### src/rtl/ebc_pkg.sv
package ebc_pkg;

    localparam int unsigned CFG_W  = 16;
    localparam int unsigned WAIT_W = 4;

    // configuration word layout
    localparam int unsigned CB_ON       = 0;
    localparam int unsigned CB_KIND     = 1;
    localparam int unsigned CB_ALE_LONG = 3;
    localparam int unsigned CB_NODLY    = 4;
    localparam int unsigned CB_RDY_USE  = 5;
    localparam int unsigned CB_RDY_HIGH = 6;
    localparam int unsigned CB_TRI_SKIP = 7;
    localparam int unsigned CB_CS_RD    = 8;
    localparam int unsigned CB_CS_WR    = 9;
    localparam int unsigned CB_WAIT     = 12;

    typedef enum logic [2:0] {
        PH_IDLE = 3'd0,
        PH_ALE  = 3'd1,
        PH_HOLD = 3'd2,
        PH_GAP  = 3'd3,
        PH_DATA = 3'd4,
        PH_TURN = 3'd5
    } phase_e;

    typedef struct packed {
        logic [WAIT_W-1:0] wait_code;
        logic              cs_wr_gate;
        logic              cs_rd_gate;
        logic              tri_skip;
        logic              rdy_high;
        logic              rdy_use;
        logic              rw_nodelay;
        logic              ale_long;
        logic [1:0]        kind;      // [0] shared lines, [1] 16-bit
        logic              bus_on;
    } bus_cfg_t;

    function automatic bus_cfg_t cfg_decode(input logic [CFG_W-1:0] w);
        bus_cfg_t c;
        c.wait_code  = w[CB_WAIT +: WAIT_W];
        c.cs_wr_gate = w[CB_CS_WR];
        c.cs_rd_gate = w[CB_CS_RD];
        c.tri_skip   = w[CB_TRI_SKIP];
        c.rdy_high   = w[CB_RDY_HIGH];
        c.rdy_use    = w[CB_RDY_USE];
        c.rw_nodelay = w[CB_NODLY];
        c.ale_long   = w[CB_ALE_LONG];
        c.kind       = w[CB_KIND +: 2];
        c.bus_on     = w[CB_ON];
        return c;
    endfunction

endpackage

### src/rtl/ebc_cfg_reg.sv
module ebc_cfg_reg
    import ebc_pkg::*;
(
    input  logic             clk,
    input  logic             rst_n,
    input  logic             we_i,
    input  logic [CFG_W-1:0] wdata_i,
    output bus_cfg_t         cfg_o
);

    typedef struct packed {
        bus_cfg_t cfg;
    } cfg_state_t;

    cfg_state_t st_d, st_q;

    // bits between the gate bits and the wait code carry no function
    logic unused_spare;
    assign unused_spare = ^wdata_i[CB_WAIT-1:CB_CS_WR+1];

    always_comb begin
        st_d = st_q;
        if (we_i) begin
            st_d.cfg = cfg_decode(wdata_i);
        end
    end

    always_ff @(posedge clk or negedge rst_n) begin
        if (!rst_n) begin
            st_q <= '0;
        end else begin
            st_q <= st_d;
        end
    end

    assign cfg_o = st_q.cfg;

endmodule

### src/rtl/ebc_seq.sv
module ebc_seq
    import ebc_pkg::*;
(
    input  logic     clk,
    input  logic     rst_n,
    input  bus_cfg_t cfg_i,
    input  logic     req_i,
    input  logic     req_we_i,
    input  logic     ready_i,
    output phase_e   phase_o,
    output bus_cfg_t snap_o,
    output logic     we_o,
    output logic     start_o,
    output logic     last_o,
    output logic     done_o
);

    typedef struct packed {
        phase_e            ph;
        bus_cfg_t          snap;
        logic              we;
        logic [WAIT_W-1:0] cnt;
        logic              done;
    } seq_state_t;

    seq_state_t st_d, st_q;
    logic       data_fin;
    phase_e     after_ale;

    assign data_fin  = st_q.snap.rdy_use ? (ready_i == st_q.snap.rdy_high)
                                         : (st_q.cnt == '0);
    assign after_ale = st_q.snap.rw_nodelay ? PH_DATA : PH_GAP;

    always_comb begin
        st_d      = st_q;
        st_d.done = 1'b0;
        start_o   = 1'b0;
        last_o    = 1'b0;
        unique case (st_q.ph)
            PH_IDLE: begin
                if (req_i && cfg_i.bus_on) begin
                    start_o   = 1'b1;
                    st_d.snap = cfg_i;
                    st_d.we   = req_we_i;
                    st_d.ph   = PH_ALE;
                end
            end
            PH_ALE: begin
                st_d.cnt = ~st_q.snap.wait_code;
                st_d.ph  = st_q.snap.ale_long ? PH_HOLD : after_ale;
            end
            PH_HOLD: begin
                st_d.cnt = ~st_q.snap.wait_code;
                st_d.ph  = after_ale;
            end
            PH_GAP: begin
                st_d.cnt = ~st_q.snap.wait_code;
                st_d.ph  = PH_DATA;
            end
            PH_DATA: begin
                if (data_fin) begin
                    last_o    = 1'b1;
                    st_d.done = 1'b1;
                    st_d.ph   = st_q.snap.tri_skip ? PH_IDLE : PH_TURN;
                end else begin
                    st_d.cnt = st_q.cnt - 1'b1;
                end
            end
            PH_TURN: begin
                st_d.ph = PH_IDLE;
            end
            default: begin
                st_d.ph = PH_IDLE;
            end
        endcase
    end

    always_ff @(posedge clk or negedge rst_n) begin
        if (!rst_n) begin
            st_q <= '0;
        end else begin
            st_q <= st_d;
        end
    end

    assign phase_o = st_q.ph;
    assign snap_o  = st_q.snap;
    assign we_o    = st_q.we;
    assign done_o  = st_q.done;

endmodule

### src/rtl/ebc_pins.sv
module ebc_pins
    import ebc_pkg::*;
#(
    parameter int unsigned ADDR_W = 20,
    parameter int unsigned DATA_W = 16
) (
    input  logic              clk,
    input  logic              rst_n,
    input  phase_e            phase_i,
    input  bus_cfg_t          snap_i,
    input  logic              we_i,
    input  logic              start_i,
    input  logic              last_i,
    input  logic [ADDR_W-1:0] req_addr_i,
    input  logic [DATA_W-1:0] req_wdata_i,
    input  logic [DATA_W-1:0] ad_i,
    output logic              ale_o,
    output logic              rd_o,
    output logic              wr_o,
    output logic              cs_o,
    output logic [ADDR_W-1:0] addr_o,
    output logic [DATA_W-1:0] ad_o,
    output logic              ad_oe_o,
    output logic [DATA_W-1:0] rdata_o
);

    localparam int unsigned LANE_W = DATA_W / 2;

    typedef struct packed {
        logic [ADDR_W-1:0] addr;
        logic [DATA_W-1:0] wdata;
        logic [DATA_W-1:0] rdata;
    } pin_state_t;

    pin_state_t st_d, st_q;

    logic              shared, wide, strobe, active, gate;
    logic [DATA_W-1:0] wr_lane, rd_lane;

    assign shared = snap_i.kind[0];
    assign wide   = snap_i.kind[1];
    assign strobe = (phase_i == PH_DATA);
    assign active = (phase_i == PH_ALE) || (phase_i == PH_HOLD) ||
                    (phase_i == PH_GAP) || strobe;
    assign gate   = we_i ? snap_i.cs_wr_gate : snap_i.cs_rd_gate;

    assign wr_lane = wide ? st_q.wdata
                          : {{(DATA_W-LANE_W){1'b0}}, st_q.wdata[LANE_W-1:0]};
    assign rd_lane = wide ? ad_i
                          : {{(DATA_W-LANE_W){1'b0}}, ad_i[LANE_W-1:0]};

    always_comb begin
        st_d = st_q;
        if (start_i) begin
            st_d.addr  = req_addr_i;
            st_d.wdata = req_wdata_i;
        end
        if (last_i && !we_i) begin
            st_d.rdata = rd_lane;
        end
    end

    always_ff @(posedge clk or negedge rst_n) begin
        if (!rst_n) begin
            st_q <= '0;
        end else begin
            st_q <= st_d;
        end
    end

    always_comb begin
        ale_o   = (phase_i == PH_ALE) || (phase_i == PH_HOLD);
        rd_o    = strobe && !we_i;
        wr_o    = strobe && we_i;
        cs_o    = gate ? strobe : active;
        addr_o  = (active && !shared) ? st_q.addr : '0;
        ad_oe_o = (ale_o && shared) || wr_o;
        if (ale_o && shared) begin
            ad_o = st_q.addr[DATA_W-1:0];
        end else if (wr_o) begin
            ad_o = wr_lane;
        end else begin
            ad_o = '0;
        end
    end

    assign rdata_o = st_q.rdata;

endmodule

### src/rtl/ebc_top.sv
module ebc_top
    import ebc_pkg::*;
#(
    parameter int unsigned ADDR_W = 20,
    parameter int unsigned DATA_W = 16
) (
    input  logic              clk,
    input  logic              rst_n,
    input  logic              cfg_we,
    input  logic [15:0]       cfg_wdata,
    input  logic              req,
    input  logic              req_we,
    input  logic [ADDR_W-1:0] req_addr,
    input  logic [DATA_W-1:0] req_wdata,
    output logic              busy,
    output logic              done,
    output logic [DATA_W-1:0] rdata,
    output logic              bus_ale,
    output logic              bus_rd,
    output logic              bus_wr,
    output logic              bus_cs,
    output logic [ADDR_W-1:0] addr_o,
    output logic [DATA_W-1:0] ad_o,
    output logic              ad_oe,
    input  logic [DATA_W-1:0] ad_i,
    input  logic              ready_i
);

    bus_cfg_t cfg_live;
    bus_cfg_t snap;
    phase_e   phase;
    logic     cyc_we, start, last;

    ebc_cfg_reg u_cfg (
        .clk     (clk),
        .rst_n   (rst_n),
        .we_i    (cfg_we),
        .wdata_i (cfg_wdata),
        .cfg_o   (cfg_live)
    );

    ebc_seq u_seq (
        .clk      (clk),
        .rst_n    (rst_n),
        .cfg_i    (cfg_live),
        .req_i    (req),
        .req_we_i (req_we),
        .ready_i  (ready_i),
        .phase_o  (phase),
        .snap_o   (snap),
        .we_o     (cyc_we),
        .start_o  (start),
        .last_o   (last),
        .done_o   (done)
    );

    ebc_pins #(
        .ADDR_W (ADDR_W),
        .DATA_W (DATA_W)
    ) u_pins (
        .clk         (clk),
        .rst_n       (rst_n),
        .phase_i     (phase),
        .snap_i      (snap),
        .we_i        (cyc_we),
        .start_i     (start),
        .last_i      (last),
        .req_addr_i  (req_addr),
        .req_wdata_i (req_wdata),
        .ad_i        (ad_i),
        .ale_o       (bus_ale),
        .rd_o        (bus_rd),
        .wr_o        (bus_wr),
        .cs_o        (bus_cs),
        .addr_o      (addr_o),
        .ad_o        (ad_o),
        .ad_oe_o     (ad_oe),
        .rdata_o     (rdata)
    );

    assign busy = (phase != PH_IDLE);

endmodule

### config.mk
export PLATFORM = sky130hd
export DESIGN_NAME = ebc_top
export DESIGN_NICKNAME = d
export VERILOG_FILES = /design/src/rtl/ebc_pkg.sv /design/src/rtl/ebc_cfg_reg.sv /design/src/rtl/ebc_seq.sv /design/src/rtl/ebc_pins.sv /design/src/rtl/ebc_top.sv
export SDC_FILE = /design/constraint.sdc
export NUM_CORES = 1
export LEC_CHECK = 0
export ABC_CLOCK_PERIOD_IN_PS = 2250
export BUFFER_PORTS_ARGS = -buffer_cell sky130_fd_sc_hd__buf_4
export CAP_MARGIN = 5
export CORE_MARGIN = 2
export CORE_UTILIZATION = 30
export DETAILED_ROUTE_END_ITERATION = 7
export GPL_ROUTABILITY_DRIVEN = 0
export PLACE_DENSITY = 0.55
export SYNTH_ARGS = -nofsm -noshare
export SYNTH_HDL_FRONTEND = slang
export SYNTH_HIERARCHICAL = 1
export SYNTH_SLANG_ARGS = --single-unit
### constraint.sdc
create_clock -name clk -period 2.25 [get_ports clk]
set_input_delay 0.3375 -clock clk [delete_from_list [all_inputs] [get_ports clk]]
set_output_delay 0.3375 -clock clk [all_outputs]
set_load 0.02 [all_outputs]
==> results of run 1 <==
## power breakdown
group	switching, mW	internal (mW)	total, mW
Sequential	0.497	2.24	2.73
Clock	0.599	0.809	1.41
Combinational	1.75	2.29	4.03
## cell usage in the layout, fill, tap and decap left out, types with 2 or more instances in the layout
master and n:
a2111oi_2 2, a211oi_1 2, a21oi_1 7, a22o_1 16
and2_4 21, buf_12 6, buf_4 113, buf_6 35
clkbuf_16 10, clkbuf_8 2, clkinvlp_4 2, dfrtp_1 86
dfrtp_2 2, ha_1 2, inv_1 4, mux2_2 72
mux2i_1 3, nand2_1 20, nor2_1 7, o21ai_0 12
xnor2_1 4
## through the flow
step	TNS (ns)	instance area, sq um	utilization	setup slack [ns]	instances
6_report	-1.29	5880	0.441	-0.0736	634
5_1_grt	-3.13	5880	0.441	-0.134	634
4_1_cts	-1.91	5790	0.434	-0.104	634
3_5_place_dp	0	5180	0.388	0.0382	604
3_3_place_gp	0	5180	0.388	0.0765	604
2_1_floorplan	0	4130	-	0.0516	324
## critical path, stage by stage, from the launching register on
cell and delay [ns]:
dfrtp_2 0.41, buf_6 0.12, or3b_4 0.40, a21oi_4 0.21, buf_12 0.15, buf_12 0.11, and2_4 0.14, buf_6 0.11
## area by class of cell
cell class	count	area (sq um)
clock buffer	12	256
clock inverter	4	28.8
fill	1290	7460
inverter	4	15.0
multi-input combinational	192	1720
sequential	88	2200
tap	176	220
timing repair buffer	158	1440
## how the worst min path moves through the flow
stage               startpoint                 to  slack, ns
floorplan                rst_n     u_cfg/cfg_o[0]       0.04
global placement         rst_n    u_cfg/cfg_o[12]       0.22
detailed placement       rst_n    u_cfg/cfg_o[12]       0.22
CTS                    ad_i[6]  u_pins/rdata_o[6]       0.21
global route           ad_i[4]  u_pins/rdata_o[4]       0.21
finish                 ad_i[4]  u_pins/rdata_o[4]       0.23
## sequential cells by signal (all words and copies together), names as in the netlist
signal          count
u_seq/phase_o       3
u_cfg/cfg_o        14
u_pins/st_q        36
u_pins/rdata_o     16
u_seq/snap_o       13
u_seq/we_o          1
u_seq/done_o        1
u_seq/st_q          4
## metal layers
metal  vias up  global-route usage
li1       1370                   -
met1      1418               0.172
met2        92               0.221
met3         9              0.0282
met4         0              0.0603
met5         -                   0
## timing repair
action                                  4_1_cts  5_1_grt
hold endpoints to repair                     15        0
cloned                                        2        1
hold buffers                                  1        0
setup buffers                                11        1
gates resized for setup                      44       26
pin swaps                                     9       16
endpoints found under the setup margin       37       49
==> metrics.txt, run 1 <==
initial DRC count 122; hold_ws 0.228 ns; Initial Utilization 0.309; LEAKAGE 2.68 nW; met1 WL 4190 um; # diodes 0; max-slew violation count 0; worst-path maximum fanout 5; worst-margin pin slew 0.410 ns; Hold Fails Final Rpt 0; grt total ovfl 0; Clock Tree Buf Depth 2; worst-skew pair later-pin latency 0.34 ns; # port buffers 130; Max-Cap Viols 0; hpwl dp 6710 um; failing checks negative setup slack; Critical Path AT 1.99 ns; Sink Count 88; Cell Area, Synth 4130 sq um; final WL 9650 um; number of CTS-inserted buffers 9; number of global-route vias before repair 2960; final setup violation count 20; share of cells above drive strength 1 0.607; R2R setup slack 0.13 ns; Peak VDD IR 497 uV; row count 42; Avg Vias per Cell 4.56; post-synthesis net count 400; Die Span X 121 um; drc violations 0; RSZ-0062 raised after global routing yes; post-route ant nets 0; largest net degree at the start of global routing 42; Cells after Synth 324; Max-slew headroom 0.725; CTS tree built; CTS root buffer clkbuf_16; fin crit period 2.32 ns; Pre-antenna DRT Iters 4; Routed WL per cell 15.2 um; GR Util All Layers 0.135; r2r endpoint u_pins/rdata_o[5]; first-pass GRT wire length 15200 um; initial antenna violation count 0; HP Class in -> reg; core area 13300 sq um; IO Pins 133; die height 121 um; FMAX 430 MHz; Critical Path Sink Type output port; Critical Path Sink addr_o[9]; # nets final 529; routed wl met3 563 um; CP Class reg -> out; DR top layer met4; critical path startpoint u_seq/phase_o[1]; Pwr Total 8.18 mW; mean post-synth cell area 12.7 sq um; htree depth 3; FF-to-FF path depth 8; clk slew on worst S/H paths 0.06 ns; Worst Skew 0.00537 ns; post-route setup slack -0.0736 ns; FF-to-FF Start u_seq/st_q[1]; via count 2889; hold depth 2; Synthesis Warnings 6; status complete, but fails checks; final worst path period share 1.03; Area Growth Syn to Fin 42.5%; die area 14700 sq um; Setup crit start kind register; routed wl met2 4750 um; pwr dens 1390 nW/um^2; WP data required 1.91 ns
Power figures use the tool's default switching activity.
==> run 2, diff against run 1 <==
CORE_ASPECT_RATIO = 1.1   (was not set)
SETUP_SLACK_MARGIN = 0.2   (was not set)
==> run 2 against run 1 <==
The flow still finishes with violations (negative setup slack). Flip-flop and latch count unchanged. Final area is 7.2% higher. Clock skew increased by 0.0027 ns. Non-clock buffer count grew 14. Total power grew 6.0%. Clock power up 4%. Worst setup slack improved by 0.070 ns. Via count up 3.4%. Maximum frequency rose by 3.1%. Combinational power up 10%. Die area is essentially flat.
==> metrics.txt, run 2 (synthesis gave the netlist of run 1 again) <==
status complete, but fails checks (unchanged); failing checks negative setup slack (unchanged); initial antenna violation count 0 (unchanged); Max-slew headroom 0.635 (was 0.725); # port buffers 130 (unchanged); Switch Pwr 2.97 mW (was 2.85 mW); FMAX 444 MHz (was 430 MHz); worst-skew pair later-pin latency 0.33 ns (was 0.34 ns); Max-Cap Viols 0 (unchanged); number of flip-flops in the largest register 36 (unchanged); DP Worst Slack 0.0980 ns (was 0.0382 ns); HP Class in -> reg (unchanged); Sw Share 0.343 (was 0.348); commonest cells after routing, fill and taps aside 110 x buf_4, 87 x dfrtp_1, 47 x buf_6, 42 x mux2_4, 31 x mux2_2 (was 113 x buf_4, 86 x dfrtp_1, 72 x mux2_2, 35 x buf_6, 21 x and2_4); worst-path maximum fanout 6 (was 5); final WL 10600 um (was 9650 um); Peak VDD IR 375 uV (was 497 uV); critical path startpoint u_seq/phase_o[1] (unchanged); Levels on crit path 5 (was 7); combinational group share of total power 0.513 (was 0.493); row count 44 (was 42); worst-path cell chain or3b_4, a21oi_4, buf_6, and2_4, buf_6 (was buf_6, or3b_4, a21oi_4, buf_12, buf_12, and2_4, buf_6); FF-to-FF path depth 9 (was 8); Critical Path AT 1.92 ns (was 1.99 ns); Clk pwr share 0.169 (was 0.172); Critical Path Max Stage Delay 0.46 ns (was 0.41 ns); CP max-delay cell dfrtp_2 (unchanged); hpwl dp 6760 um (was 6710 um); htree depth 3 (unchanged); Initial Utilization 0.310 (was 0.309); Hold Fails Final Rpt 0 (unchanged); Flop pwr share 0.318 (was 0.334); CTS root buffer clkbuf_16 (unchanged); CP Class reg -> out (unchanged); post-route setup slack -0.00379 ns (was -0.0736 ns); WP data required 1.91 ns (about the same); largest net degree at the start of global routing 43 (was 42); Sequential Area 2200 sq um (about the same); most used cell, CP buf_6; final instance area 6310 sq um (was 5880 sq um); Sink Count 88 (unchanged); share of cells above drive strength 1 0.622 (was 0.607); Pint 5.69 mW (was 5.33 mW); Placed Area 5180 sq um (unchanged); first-pass GRT wire length 15100 um (was 15200 um); Area Growth Syn to Fin 52.8% (was 42.5%); Clock Tree Buf Depth 2 (unchanged); pwr dens 1370 nW/um^2 (was 1390 nW/um^2); number of global-route vias before repair 2959 (was 2960); RSZ-0062 raised after global routing yes (unchanged); Top Family by Delay on Critical Path simple AND/OR/NAND/NOR gates (unchanged); Critical Path Sink addr_o[9] (unchanged); die height 127 um (was 121 um); core area 13300 sq um (about the same); post-route ant nets 0 (unchanged); die area 14700 sq um (about the same); final setup violation count 7 (was 20); Critical Path Sink Type output port (unchanged); CTS tree built (unchanged); IO Pins 133 (unchanged); initial DRC count 118 (was 122); LEAKAGE 2.94 nW (was 2.68 nW); most common cell after layout, fill and taps aside buf_4 (unchanged); Worst Skew 0.00809 ns (was 0.00537 ns); Avg Vias per Cell 4.56 (about the same); via count 2988 (was 2889); grt total ovfl 0 (unchanged); FF-to-FF Start u_seq/phase_o[0] (was u_seq/st_q[1]); Routed WL per cell 16.2 um (was 15.2 um); non-filler cells, final 655 (was 634); final worst path period share 1.00 (was 1.03); max-slew violation count 0 (unchanged); number of CTS-inserted buffers 9 (unchanged); clk slew on worst S/H paths 0.06 ns (about the same); # nets final 543 (was 529); GR Util All Layers 0.132 (was 0.135); Setup crit start kind register (unchanged); Top reg by flops u_pins/st_q (unchanged); Multi-input gate area 1920 sq um (was 1720 sq um); DP Cell Count 614 (was 604); Die Span X 116 um (was 121 um); worst path bufs/invs 2 (was 4); hold depth 2 (unchanged); r2r endpoint u_seq/snap_o[1] (was u_pins/rdata_o[5]); R2R setup slack 0.07 ns (was 0.13 ns); Pre-antenna DRT Iters 4 (unchanged); worst-margin pin slew 0.548 ns (was 0.410 ns); drc violations 0 (unchanged); FILL cells 1208 (was 1290); fin crit period 2.25 ns (was 2.32 ns); # diodes 0 (unchanged)
==> run 2: worst min path at each step <==
stage                             start              end  slack (ns)
after floorplan                   rst_n   u_cfg/cfg_o[0]        0.04
after global placement            rst_n  u_pins/st_q[18]        0.36
after detailed placement          rst_n  u_pins/st_q[18]        0.36
after CTS                 cfg_wdata[14]  u_cfg/cfg_o[12]        0.22
after global routing             req_we       u_seq/we_o        0.22
final                     cfg_wdata[14]  u_cfg/cfg_o[12]        0.23
==> run 2: per-stage QoR <==
step / power [mW] / hold slack, ns / util / setup TNS, ns
3_3_place_gp: 5.90 / 0.361 / 0.389 / 0
6_report: 8.67 / 0.231 / 0.474 / -0.0123
2_1_floorplan: 4.96 / 0.0419 / - / 0
4_1_cts: 8.07 / 0.215 / 0.434 / -0.690
3_5_place_dp: 5.98 / 0.361 / 0.389 / 0
5_1_grt: 9.20 / 0.215 / 0.474 / -1.67
==> run 2: timing repair <==
action	in CTS	in global routing
endpoints found under the setup margin	50	93
endpoints found under the hold margin	4	0
resized for setup	65	74
hold buffers	1	0
gates cloned	3	8
buffers inserted	6	8
pin swaps	22	13
==> run 2: power groups by stage <==
stage                     logic (mW)  clock network [mW]  registers, mW
after floorplan                 2.39                   0           2.57
after global placement          3.22                   0           2.68
after detailed placement        3.26                   0           2.72
after CTS                       3.82                1.53           2.73
after global routing            4.73                1.61           2.86
final                           4.44                1.46           2.76
==> run 2: metal layers <==
metal	vias up	track usage	wire length (um)
met2	87	0.225	5280
met3	14	0.0384	544
met4	0	0.0406	178
met5	-	0	0
li1	1409	-	-
met1	1478	0.161	4630
==> run 2: worst register-to-register path, stage by stage (launching register included) <==
cell and delay, ns:
dfrtp_1 0.38, buf_6 0.12, buf_6 0.12, buf_6 0.11, buf_6 0.11, or2_4 0.24, nor3_4 0.32, buf_12 0.19
clkbuf_16 0.17, mux2_4 0.30
==> run 2: final cells by class <==
class / instances / share of cell area
Tap cell: 184 / 0.0365
Clock inverter: 3 / 0.00674
Inverter: 4 / 0.00238
Sequential cell: 88 / 0.349
Clock buffer: 12 / 0.0391
Timing Repair Buffer: 172 / 0.262
Multi-Input combinational cell: 192 / 0.304
==> run 3, diff against run 2 <==
CORE_UTILIZATION = 46   (was 30)
PLACE_DENSITY = 0.77   (was 0.55)
==> run 3 against run 2 <==
Routed wire length decreased by 17%. Highest routed layer unchanged. Final area decreased by 10%. Flip-flop and latch count unchanged. Hold slack got worse by 0.027 ns. First-iteration DRC count decreased by 50%. Utilization increased by 17 points. Largest power group unchanged. Register-to-register slack improved by 0.23 ns. The run now ends clean. Via count decreased by 2.6%. Sequential power decreased by 2%. Global-route usage increased by 4.7 points. Clock skew increased by 0.0030 ns.
==> metrics.txt, run 3 (synthesis gave the netlist of run 1 again) <==
status complete, no violations (was complete, but fails checks); Critical Path Max Stage Delay 0.45 ns (was 0.46 ns); R2R setup slack 0.30 ns (was 0.07 ns); HP Class in -> reg (unchanged); row count 36 (was 44); Flop pwr share 0.351 (was 0.318); initial antenna violation count 0 (unchanged); DP Cell Count 542 (was 614); WP data required 1.91 ns (about the same); # diodes 0 (unchanged); largest net degree at the start of global routing 47 (was 43); non-filler cells, final 571 (was 655); critical path startpoint u_seq/phase_o[1] (unchanged); fin crit period 2.21 ns (was 2.25 ns); Pre-antenna DRT Iters 4 (unchanged); Clock Tree Buf Depth 2 (unchanged); worst-path maximum fanout 10 (was 6); FMAX 453 MHz (was 444 MHz); Placed Area 5090 sq um (was 5180 sq um); most used cell, CP buf_6 (unchanged); hold wc startpoint cfg_wdata[14] (unchanged); Critical Path Sink Type output port (unchanged); Setup crit start kind register (unchanged); worst-skew pair later-pin latency 0.36 ns (was 0.33 ns); Clk pwr share 0.158 (was 0.169); die height 103 um (was 127 um); via count 2910 (was 2988); IO Pins 133 (unchanged); final worst path period share 0.980 (was 1.00); setup TNS 0 ns (was -0.0123 ns); Worst Skew 0.0111 ns (was 0.00809 ns); first-pass GRT wire length 13300 um (was 15100 um); Peak VDD IR 694 uV (was 375 uV); commonest cells after routing, fill and taps aside 119 x buf_4, 85 x dfrtp_1, 72 x mux2_2, 32 x buf_6, 20 x nand2_1 (was 110 x buf_4, 87 x dfrtp_1, 47 x buf_6, 42 x mux2_4, 31 x mux2_2); CTS root buffer clkbuf_8 (was clkbuf_16); DP Worst Slack 0.0951 ns (was 0.0980 ns); hpwl dp 6270 um (was 6760 um); CP Class reg -> out (unchanged); Critical Path AT 1.87 ns (was 1.92 ns); post-route ant nets 0 (unchanged); pwr dens 1360 nW/um^2 (was 1370 nW/um^2); number of global-route vias before repair 2755 (was 2959); Routed WL per cell 15.5 um (was 16.2 um); Sw Share 0.358 (was 0.343); initial DRC count 59 (was 118); most common cell after layout, fill and taps aside buf_4 (unchanged); Initial Utilization 0.470 (was 0.310); final instance area 5670 sq um (was 6310 sq um); FF-to-FF path depth 8 (was 9); hold_ws 0.204 ns (was 0.231 ns); post-route setup slack 0.0443 ns (was -0.00379 ns); GR Util All Layers 0.179 (was 0.132); share of cells above drive strength 1 0.591 (was 0.622); # port buffers 130 (unchanged); Area Growth Syn to Fin 37.2% (was 52.8%); Pint 4.94 mW (was 5.69 mW); LEAKAGE 2.62 nW (was 2.94 nW); Sink Count 88 (unchanged); final WL 8870 um (was 10600 um); core area 8780 sq um (was 13300 sq um); final setup violation count 0 (was 7); Switch Pwr 2.76 mW (was 2.97 mW); Max-slew headroom 0.632 (was 0.635); combinational group share of total power 0.490 (was 0.513); grt total ovfl 0 (unchanged); hold depth 2 (unchanged); drc violations 0 (unchanged); worst-path cell chain or3b_4, a21oi_4, buf_6, and2_1, buf_6 (was or3b_4, a21oi_4, buf_6, and2_4, buf_6); max-slew violation count 0 (unchanged); FILL cells 683 (was 1208); Max-Cap Viols 0 (unchanged); Hold Fails Final Rpt 0 (unchanged); CTS tree built (unchanged); Avg Vias per Cell 5.10 (was 4.56); htree depth 3 (unchanged); CP max-delay cell dfrtp_2 (unchanged); clk slew on worst S/H paths 0.09 ns (was 0.06 ns); number of CTS-inserted buffers 9 (unchanged); worst-margin pin slew 0.552 ns (was 0.548 ns); fin util 0.645 (was 0.474); number of flip-flops in the largest register 36 (unchanged); Die Span X 94.3 um (was 116 um); die area 9750 sq um (was 14700 sq um); # nets final 528 (was 543); RSZ-0062 raised after global routing yes (unchanged); Pwr Total 7.70 mW (was 8.67 mW); FF-to-FF Start u_seq/st_q[2] (was u_seq/phase_o[0]); Top reg by flops u_pins/st_q (unchanged)
## run 3: final timing paths
path                                      to
setup / recovery                   addr_o[7]
hold / removal               u_cfg/cfg_o[12]
setup reg to reg           u_pins/rdata_o[2]
hold reg to reg            u_pins/rdata_o[9]
max in group asynchronous   u_seq/phase_o[1]
min in group asynchronous    u_pins/st_q[17]
## run 3: cell type report
class,instances,area [sq um],share of cell area
clock buffer,10,138,0.0243
sequential,88,2210,0.389
tap,114,143,0.0252
clock inverter,6,92.6,0.0163
multi-input combinational,192,1710,0.302
timing repair buffer,157,1360,0.240
inverter,4,15.0,0.00265
## run 3: power by group through the flow
stage / registers (mW) / logic (mW) / clock network (mW)
3_3_place_gp: 2.68 / 3.16 / 0
3_5_place_dp: 2.72 / 3.23 / 0
5_1_grt: 2.79 / 4.03 / 1.33
2_1_floorplan: 2.57 / 2.39 / 0
4_1_cts: 2.69 / 3.51 / 1.25
6_report: 2.70 / 3.78 / 1.22
## run 3: worst max-delay path, delay by kind of cell, from the launching register on
family	cells	cell delay (ns)
buffers and inverters	2	0.29
AOI/OAI and AO/OA	1	0.21
DFF	1	0.45
and+or+nand+nor	2	0.55
## run 3: what timing repair did
action	4_1_cts	5_1_grt
hold endpoints to repair	42	0
gates resized for setup	21	38
setup buffers	6	4
endpoints found under the setup margin	46	47
pin swaps	6	6
cloned	2	0
hold buffers	1	0
## run 3: routing by layer
metal,track usage,vias up,share of wire
met3,0.0464,12,0.058
met5,0,-,0
met4,0.0725,0,0.013
met1,0.212,1430,0.41
li1,-,1368,-
met2,0.313,100,0.52
